### config.mk
export PLATFORM = sky130hd
export DESIGN_NAME = quad_layer_seq
export DESIGN_NICKNAME = d
export VERILOG_FILES = /design/src/rtl/qls_pkg.sv /design/src/rtl/qls_scan.sv /design/src/rtl/qls_expand.sv /design/src/rtl/quad_layer_seq.sv
export SDC_FILE = /design/constraint.sdc
export NUM_CORES = 1
export LEC_CHECK = 0
export BUFFER_PORTS_ARGS = -buffer_cell sky130_fd_sc_hd__buf_2
export CAP_MARGIN = 20
export CORE_MARGIN = 2
export CORE_UTILIZATION = 50
export CTS_CLUSTER_DIAMETER = 200
export DETAILED_ROUTE_END_ITERATION = 7
export GPL_ROUTABILITY_DRIVEN = 1
export PLACE_DENSITY = 0.76
export SLEW_MARGIN = 30
export SYNTH_ARGS = -nofsm -noshare
export SYNTH_HDL_FRONTEND = slang
export SYNTH_SLANG_ARGS = --single-unit
### constraint.sdc
create_clock -name clk -period 6.8 [get_ports clk]
set_clock_uncertainty 0.2 [all_clocks]
set_input_delay 0.68 -clock clk [delete_from_list [all_inputs] [get_ports clk]]
set_output_delay 0.68 -clock clk [all_outputs]
set_load 0.01 [all_outputs]
### src/rtl/qls_pkg.sv
package qls_pkg;
  typedef enum logic {WAVE_NARROW = 1'b0, WAVE_WIDE = 1'b1} wave_e;

  typedef struct packed {
    logic vld;
    logic fin;
    logic none;
  } layer_flags_t;
endpackage

### src/rtl/qls_scan.sv
// Finds the lowest set quad bit strictly above the base quad.
module qls_scan #(
  parameter int NQ   = 16,
  parameter int IW   = 5
) (
  input  logic [NQ-1:0] qmask,
  input  logic [IW-1:0] base,
  output logic          found,
  output logic [IW-1:0] idx
);
  always_comb begin
    found = 1'b0;
    idx   = '0;
    for (int i = NQ - 1; i >= 0; i--) begin
      if (qmask[i] && (IW'(i) > base)) begin
        found = 1'b1;
        idx   = IW'(i);
      end
    end
  end
endmodule

### src/rtl/qls_expand.sv
// Turns a half-open quad range [lo, hi) into a lane mask.
module qls_expand #(
  parameter int LANES  = 64,
  parameter int QUAD_W = 4,
  parameter int IW     = 5
) (
  input  logic [IW-1:0]    lo,
  input  logic [IW-1:0]    hi,
  output logic [LANES-1:0] lanes
);
  for (genvar l = 0; l < LANES; l++) begin : g_lane
    localparam logic [IW-1:0] QIDX = IW'(l / QUAD_W);
    assign lanes[l] = (QIDX >= lo) && (QIDX < hi);
  end
endmodule

### src/rtl/quad_layer_seq.sv
module quad_layer_seq #(
  parameter int MAX_LANES    = 64,
  parameter int NARROW_LANES = 32,
  parameter int WORD_W       = 32,
  parameter int QUAD_W       = 4
) (
  input  logic                 clk,
  input  logic                 rst,
  input  logic                 start,
  input  logic                 wide,
  input  logic [WORD_W-1:0]    coll_word,
  input  logic [MAX_LANES-1:0] act_mask,
  input  logic                 step,
  output logic [MAX_LANES-1:0] lane_en,
  output logic                 valid,
  output logic                 last,
  output logic                 empty
);
  import qls_pkg::*;

  localparam int NQ   = MAX_LANES / QUAD_W;
  localparam int NQ_N = NARROW_LANES / QUAD_W;
  localparam int IW   = $clog2(NQ) + 1;

  // Wave state latched at start
  logic [NQ-1:0]        qmask_q;
  logic [MAX_LANES-1:0] act_q;
  wave_e                wide_q;
  logic [IW-1:0]        end_q;
  layer_flags_t         flags_q;
  logic [MAX_LANES-1:0] lane_q;

  logic accept, advance, finish;
  assign accept  = start && !flags_q.vld;
  assign advance = step && flags_q.vld && !flags_q.fin;
  assign finish  = step && flags_q.vld && flags_q.fin;

  // Source selection: fresh inputs on accept, stored state on advance
  logic [NQ-1:0]        cut_mask;
  logic [NQ-1:0]        src_mask;
  logic [MAX_LANES-1:0] src_act;
  wave_e                src_wide;
  logic [IW-1:0]        src_base;
  logic [IW-1:0]        src_top;

  for (genvar q = 0; q < NQ; q++) begin : g_cut
    if (q < NQ_N) begin : g_low
      assign cut_mask[q] = coll_word[q];
    end else begin : g_high
      assign cut_mask[q] = coll_word[q] && wide;
    end
  end

  always_comb begin
    if (accept) begin
      src_mask = cut_mask;
      src_act  = act_mask;
      src_wide = wave_e'(wide);
      src_base = '0;
    end else begin
      src_mask = qmask_q;
      src_act  = act_q;
      src_wide = wide_q;
      src_base = end_q;
    end
    src_top = (src_wide == WAVE_WIDE) ? IW'(NQ) : IW'(NQ_N);
  end

  logic          nxt_found;
  logic [IW-1:0] nxt_idx;
  logic [IW-1:0] end_c;

  qls_scan #(.NQ(NQ), .IW(IW)) u_scan (
    .qmask (src_mask),
    .base  (src_base),
    .found (nxt_found),
    .idx   (nxt_idx)
  );

  assign end_c = nxt_found ? nxt_idx : src_top;

  logic [MAX_LANES-1:0] range_c;
  logic [MAX_LANES-1:0] lanes_c;

  qls_expand #(.LANES(MAX_LANES), .QUAD_W(QUAD_W), .IW(IW)) u_expand (
    .lo    (src_base),
    .hi    (end_c),
    .lanes (range_c)
  );

  assign lanes_c = range_c & src_act;

  always_ff @(posedge clk) begin
    if (rst) begin
      qmask_q <= '0;
      act_q   <= '0;
      wide_q  <= WAVE_NARROW;
      end_q   <= '0;
      flags_q <= '0;
      lane_q  <= '0;
    end else if (accept || advance) begin
      qmask_q      <= src_mask;
      act_q        <= src_act;
      wide_q       <= src_wide;
      end_q        <= end_c;
      lane_q       <= lanes_c;
      flags_q.vld  <= 1'b1;
      flags_q.fin  <= !nxt_found;
      flags_q.none <= (lanes_c == '0);
    end else if (finish) begin
      flags_q <= '0;
      lane_q  <= '0;
    end
  end

  assign lane_en = lane_q;
  assign valid   = flags_q.vld;
  assign last    = flags_q.fin;
  assign empty   = flags_q.none;
endmodule

# Yosys cells after proc, flatten, opt, wreduce, memory -nomap -nowiden
# Cells that the tools add are included.
# totals
regBits	153
input_bits	101
out_inout_bits	67
wordCells	149
# op_classes
magnitude_cmp	48
mux	42
bitwise	1
reduce_logical	50
# op_table
operator	n
64-bit two-way mux	3
64-bit bitwise AND	1
64-bit zero test	1
4-bit two-way mux	16
1-bit logical AND	44
4-bit by 5-bit >= comparator with 1-bit output (first input constant)	8
4-bit by 5-bit > comparator with 1-bit output (first input constant)	8
4-bit by 5-bit less-than comparator with 1-bit output (first input constant)	8
3-bit by 5-bit >= comparator with 1-bit output (first input constant)	4
3-bit by 5-bit > comparator with 1-bit output (first input constant)	4
3-bit by 5-bit less-than comparator with 1-bit output (first input constant)	4
1-bit two-way mux	17
16-bit two-way mux	1
5-bit two-way mux	3
1-bit by 5-bit >= comparator with 1-bit output (first input constant)	2
2-bit by 5-bit >= comparator with 1-bit output (first input constant)	2
1-bit by 5-bit > comparator with 1-bit output (first input constant)	2
2-bit by 5-bit > comparator with 1-bit output (first input constant)	2
1-bit by 5-bit less-than comparator with 1-bit output (first input constant)	2
2-bit by 5-bit less-than comparator with 1-bit output (first input constant)	2
3-bit two-way mux	2
1-bit zero test	3
2-bit nonzero test	1
1-bit logical OR	1

# Depth between registers and ports, before layout
# depth
depth_word	27
depth_mapped	14
mapped_depth_nobuf	9

# Cells and area by module
# A second synthesis with hierarchy kept.
# hier_totals
hier_cells	859
area_unflattened_um2	7327.0
# by_module_without_submodules
module	n_inst	cells_each	area_per_inst_um2	seq_area_each_um2
quad_layer_seq	1	678	5972.0	3062.9
qls_expand	1	97	679.4	0.0
qls_scan	1	84	675.6	0.0

# Worst setup path after synthesis
# No wires, ideal clock.
# synth_timing
path_kind	input -> register
start	input start
end	register flags_q, in the netlist empty
setup_time_ns	0.061
t_arrival_ns	2.959
required_ns	6.539
setup_slack_ns	3.580
stages	9
path_buffers	1
cell_sequence	nor2b_1 -> buf_6 -> or3_1 -> a2111o_1 -> or3_4 -> nor3b_2 -> nor4_1 -> a2111oi_1 -> a32o_1
# synth_between
elab_chain_len	26
word_cells_on_any_way	124
cone_classes	order compare (48); mux (39); bitwise (1); reduce/logical (36)
# synth_lines
item	line	source
start, declared	quad_layer_seq.sv:9	input logic start,
1-bit logical AND (*)	quad_layer_seq.sv:34	assign accept = start && !flags_q.vld;
5-bit two-way mux	quad_layer_seq.sv:55	if (accept) begin
4-bit by 5-bit > comparator with 1-bit output	qls_scan.sv:15	if (qmask[i] && (IW'(i) > base)) begin
1-bit logical AND	qls_scan.sv:15	
4-bit two-way mux or 1-bit two-way mux (tied branches) (16 in series)	qls_scan.sv:15	
5-bit two-way mux	quad_layer_seq.sv:80	assign end_c = nxt_found ? nxt_idx : src_top;
1-bit by 5-bit less-than comparator with 1-bit output, or another cell as far along	qls_expand.sv:13	assign lanes[l] = (QIDX >= lo) && (QIDX < hi);
1-bit logical AND	qls_expand.sv:13	
64-bit bitwise AND	quad_layer_seq.sv:91	assign lanes_c = range_c & src_act;
64-bit zero test	quad_layer_seq.sv:109	flags_q.none <= (lanes_c == '0);
3-bit two-way mux	quad_layer_seq.sv:101	end else if (accept || advance) begin
end, declared	quad_layer_seq.sv:30	layer_flags_t flags_q;
# Mark *: on every way between the ends. The rest lies on a longest branch, timed or not.
# A chain may end at the register's enable or synchronous reset.

# Final worst setup path
# layout_timing
start	register flags_q, in the netlist valid
end	register lane_q[57], in the netlist lane_en[57]
# layout_between
elab_chain_len	26
word_cells_on_any_way	82
cone_classes	order compare (18); mux (39); bitwise (1); reduce/logical (24)
# layout_lines
item	line	source
1-bit zero test	quad_layer_seq.sv:34	
1-bit logical AND	quad_layer_seq.sv:34	
5-bit two-way mux	quad_layer_seq.sv:55	
4-bit by 5-bit > comparator with 1-bit output	qls_scan.sv:15	
1-bit logical AND	qls_scan.sv:15	
4-bit two-way mux or 1-bit two-way mux (tied branches) (16 in series)	qls_scan.sv:15	
5-bit two-way mux	quad_layer_seq.sv:80	
4-bit by 5-bit less-than comparator with 1-bit output	qls_expand.sv:13	
1-bit logical AND	qls_expand.sv:13	
64-bit bitwise AND	quad_layer_seq.sv:91	
64-bit two-way mux	quad_layer_seq.sv:101	
end signal, assigned	quad_layer_seq.sv:106	lane_q <= lanes_c;
end, declared	quad_layer_seq.sv:31	logic [MAX_LANES-1:0] lane_q;
# Several ways; a longest one is shown, not always the timed one.

==> flow_summary.ini <==
[cells_and_area]
final_cell_mix = nor2_1, dfxtp_1, buf_2
final_common_cell = nor2_1
layout-drive-gt1-share_pct = 23.0
final_cell_area_mm2 = 0.00800
fin_nets = 982
num_antenna_cells = 0
area_growth_syn_to_layout_pct = 20.7

[power]
power_frac_comb_pct = 17.3
finalPower_uw = 2310
pwr-share-seq_pct = 41.8
p_int_uw = 1660
netSwitchingPower_uw = 649
p_leak_uw = 0.00349
clkPwrFrac_pct = 40.8
p_per_area_mw_per_mm2 = 289
swShare_pct = 28.1
peakVddDrop_mv = 0.215

[floorplan]
initial_core_util_pct = 50.7
die_area_mm2 = 0.0142
coreArea_mm2 = 0.0131
die_height_um = 119
die_x_um = 119
num_rows = 42
io-pin-count = 168

[hold_path]
hold_path.class = register to register

[grt]
grt-ovfl-total = 0
antenna_found_initial = 0
first_global_vias = 5568
track_usage_pct = 24.6
grt_max_degree = 85
grt_pass1_wl_um = 27700

[synth]
syn-num-nets = 856
ys_seq_area_share_pct = 45.9
synth_cells = 755
syn_area_per_cell_um2 = 8.78
ys_ff_latch = 152
synth-edff-count = 0
ys_async_sr_fraction_pct = 0
netlist_area_mm2 = 0.00663
yosysWarnings = 0
synth_ff_type = dfxtp_1
synth.distinct_cells = 78

[timing]
fin_crit_sh_pct = 63.4
tightest_slew_ps = 956
fin_setup_tns_ps = 0
hold_viol_final = 0
drv_slew = 0
setup_viol = 0
finalCriticalPeriod_ps = 4310
rsz0062_at_grt = false
fmax_mhz = 232
slew_headroom_pct = 36.1

[critical_path]
cp_num_buf_inv = 1
slowest_delay_ps = 680
cp_cell_sequence = nor2b_4 > buf_4 > nor3_1 > nor2_1 > a2111oi_0 > o311a_1 > nor3b_2 > or4_4 > a2bb2oi_1 > nor2_1
crit_path_end_kind = register
worstPathRequired_ps = 6960
critPathMaxFanout = 27
cp_slowest_cell = dfxtp_1
path_class = register to register
cp-start-kind = register
crit_family = simple AND/OR/NAND/NOR gates
cpMostUsedCell = nor2_1
worstPathArrival_ps = 4470

[cts]
htree_levels = 4
numCtsBuffers = 17
post_cts_resize_count = 0
cts_tree = done
insertion_delay_ps = 430
clkTransAtPathRegs_ps = 60
cts_buffer_depth = 2
cts_sinks = 152
postCtsSetupBuffers = 0
cts_root_buf = clkbuf_16
postCtsHoldBufs = 0

[drt]
dr.pass1.iters = 5
drtIter0Drc = 558
wl_per_cell_um = 16.2
num_vias = 5970
routed_wirelength_um = 17400
drcViolationCount = 0
vias_per_cell = 5.58
ant_nets = 0

[place]
port_buffers = 150
place.gp.congestion = 0.919
placed_cell_area_mm2 = 0.00741
dp_hpwl_um = 12200

[run]
drv_cap = 0

[status]
outcome = complete, no violations
[routing by layer]
metal  vias to the layer above  track usage [%]  share of wire (%)
li1                       2940                -                  -
met1                      2754             32.2                 44
met2                       237             38.1                 46
met3                        39             8.14                7.9
met4                         0             8.63                2.3
met5                         -                0                  0
[through the flow]
step | util (%) | hold WS, ps | setup slack (ps) | std cells
6_report | 61.1 | 255 | 2490 | 1070
5_1_grt | 61.1 | 280 | 2240 | 1070
4_1_cts | 61.1 | 255 | 2610 | 1070
3_5_place_dp | 56.7 | 247 | 2230 | 1038
3_3_place_gp | 56.7 | 238 | 2280 | 1038
2_1_floorplan | - | 231 | 3580 | 755
[final timing paths]
| check | from | endpoint | slack, ps | cells after the start |
|---|---|---|---|---|
| max | valid | lane_en[57] | 2490 | 10 |
| min | qmask_q[15] | qmask_q[15] | 260 | 2 |
| max reg2reg | valid | lane_en[57] | 2490 | 10 |
| min reg2reg | qmask_q[15] | qmask_q[15] | 260 | 2 |
[flip-flops by register name, indices dropped and copies added, names as in the netlist]
signal / flops
valid: 1
lane_en: 64
end_q: 5
last: 1
empty: 1
qmask_q: 15
act_q: 64
wide_q: 1
[cell type report]
class,instances,area (µm²)
Inverter,14,52.6
Tap cell,176,220
Sequential cell,152,3040
Clock buffer,20,437
Multi-Input combinational cell,542,3300
Clock inverter,12,150
Timing Repair Buffer,154,796
Fill cell,1145,5080
[kinds of logic (layout without fill, tap and decap cells)]
family / after synthesis / count (layout) / synth area share [%]
flops: 152 / 152 / 45.9
simple gates: 306 / 306 / 21.6
compound gates: 165 / 165 / 17.2
mux: 71 / 71 / 10.8
buf+inv: 61 / 200 / 4.55
[power by group through the flow]
stage	Combinational [µW]	Clock, µW	Sequential (µW)
after floorplan	290	0	979
after global routing	437	996	971
final	401	944	967
after global placement	388	0	984
after detailed placement	393	0	985
after CTS	396	958	966
[cell usage after synthesis (8+ instances only)]
master	instances	area (µm²)
a21oi_1	58	290
a22oi_1	11	82.6
a2bb2oi_1	17	149
buf_2	10	50.1
buf_4	8	60.1
clkbuf_1	22	82.6
dfxtp_1	152	3040
inv_1	14	52.6
mux2i_1	69	691
nand2_1	39	146
nor2_1	182	683
nor3_1	13	65.1
nor4_1	11	68.8
o21ai_0	13	65.1
[worst min-delay path: stages (launching register included)]
cell and delay, ps:
dfxtp_1 310, nand2_1 50, a21oi_1 50
No activity file was read; power rests on OpenSTA's default activity.
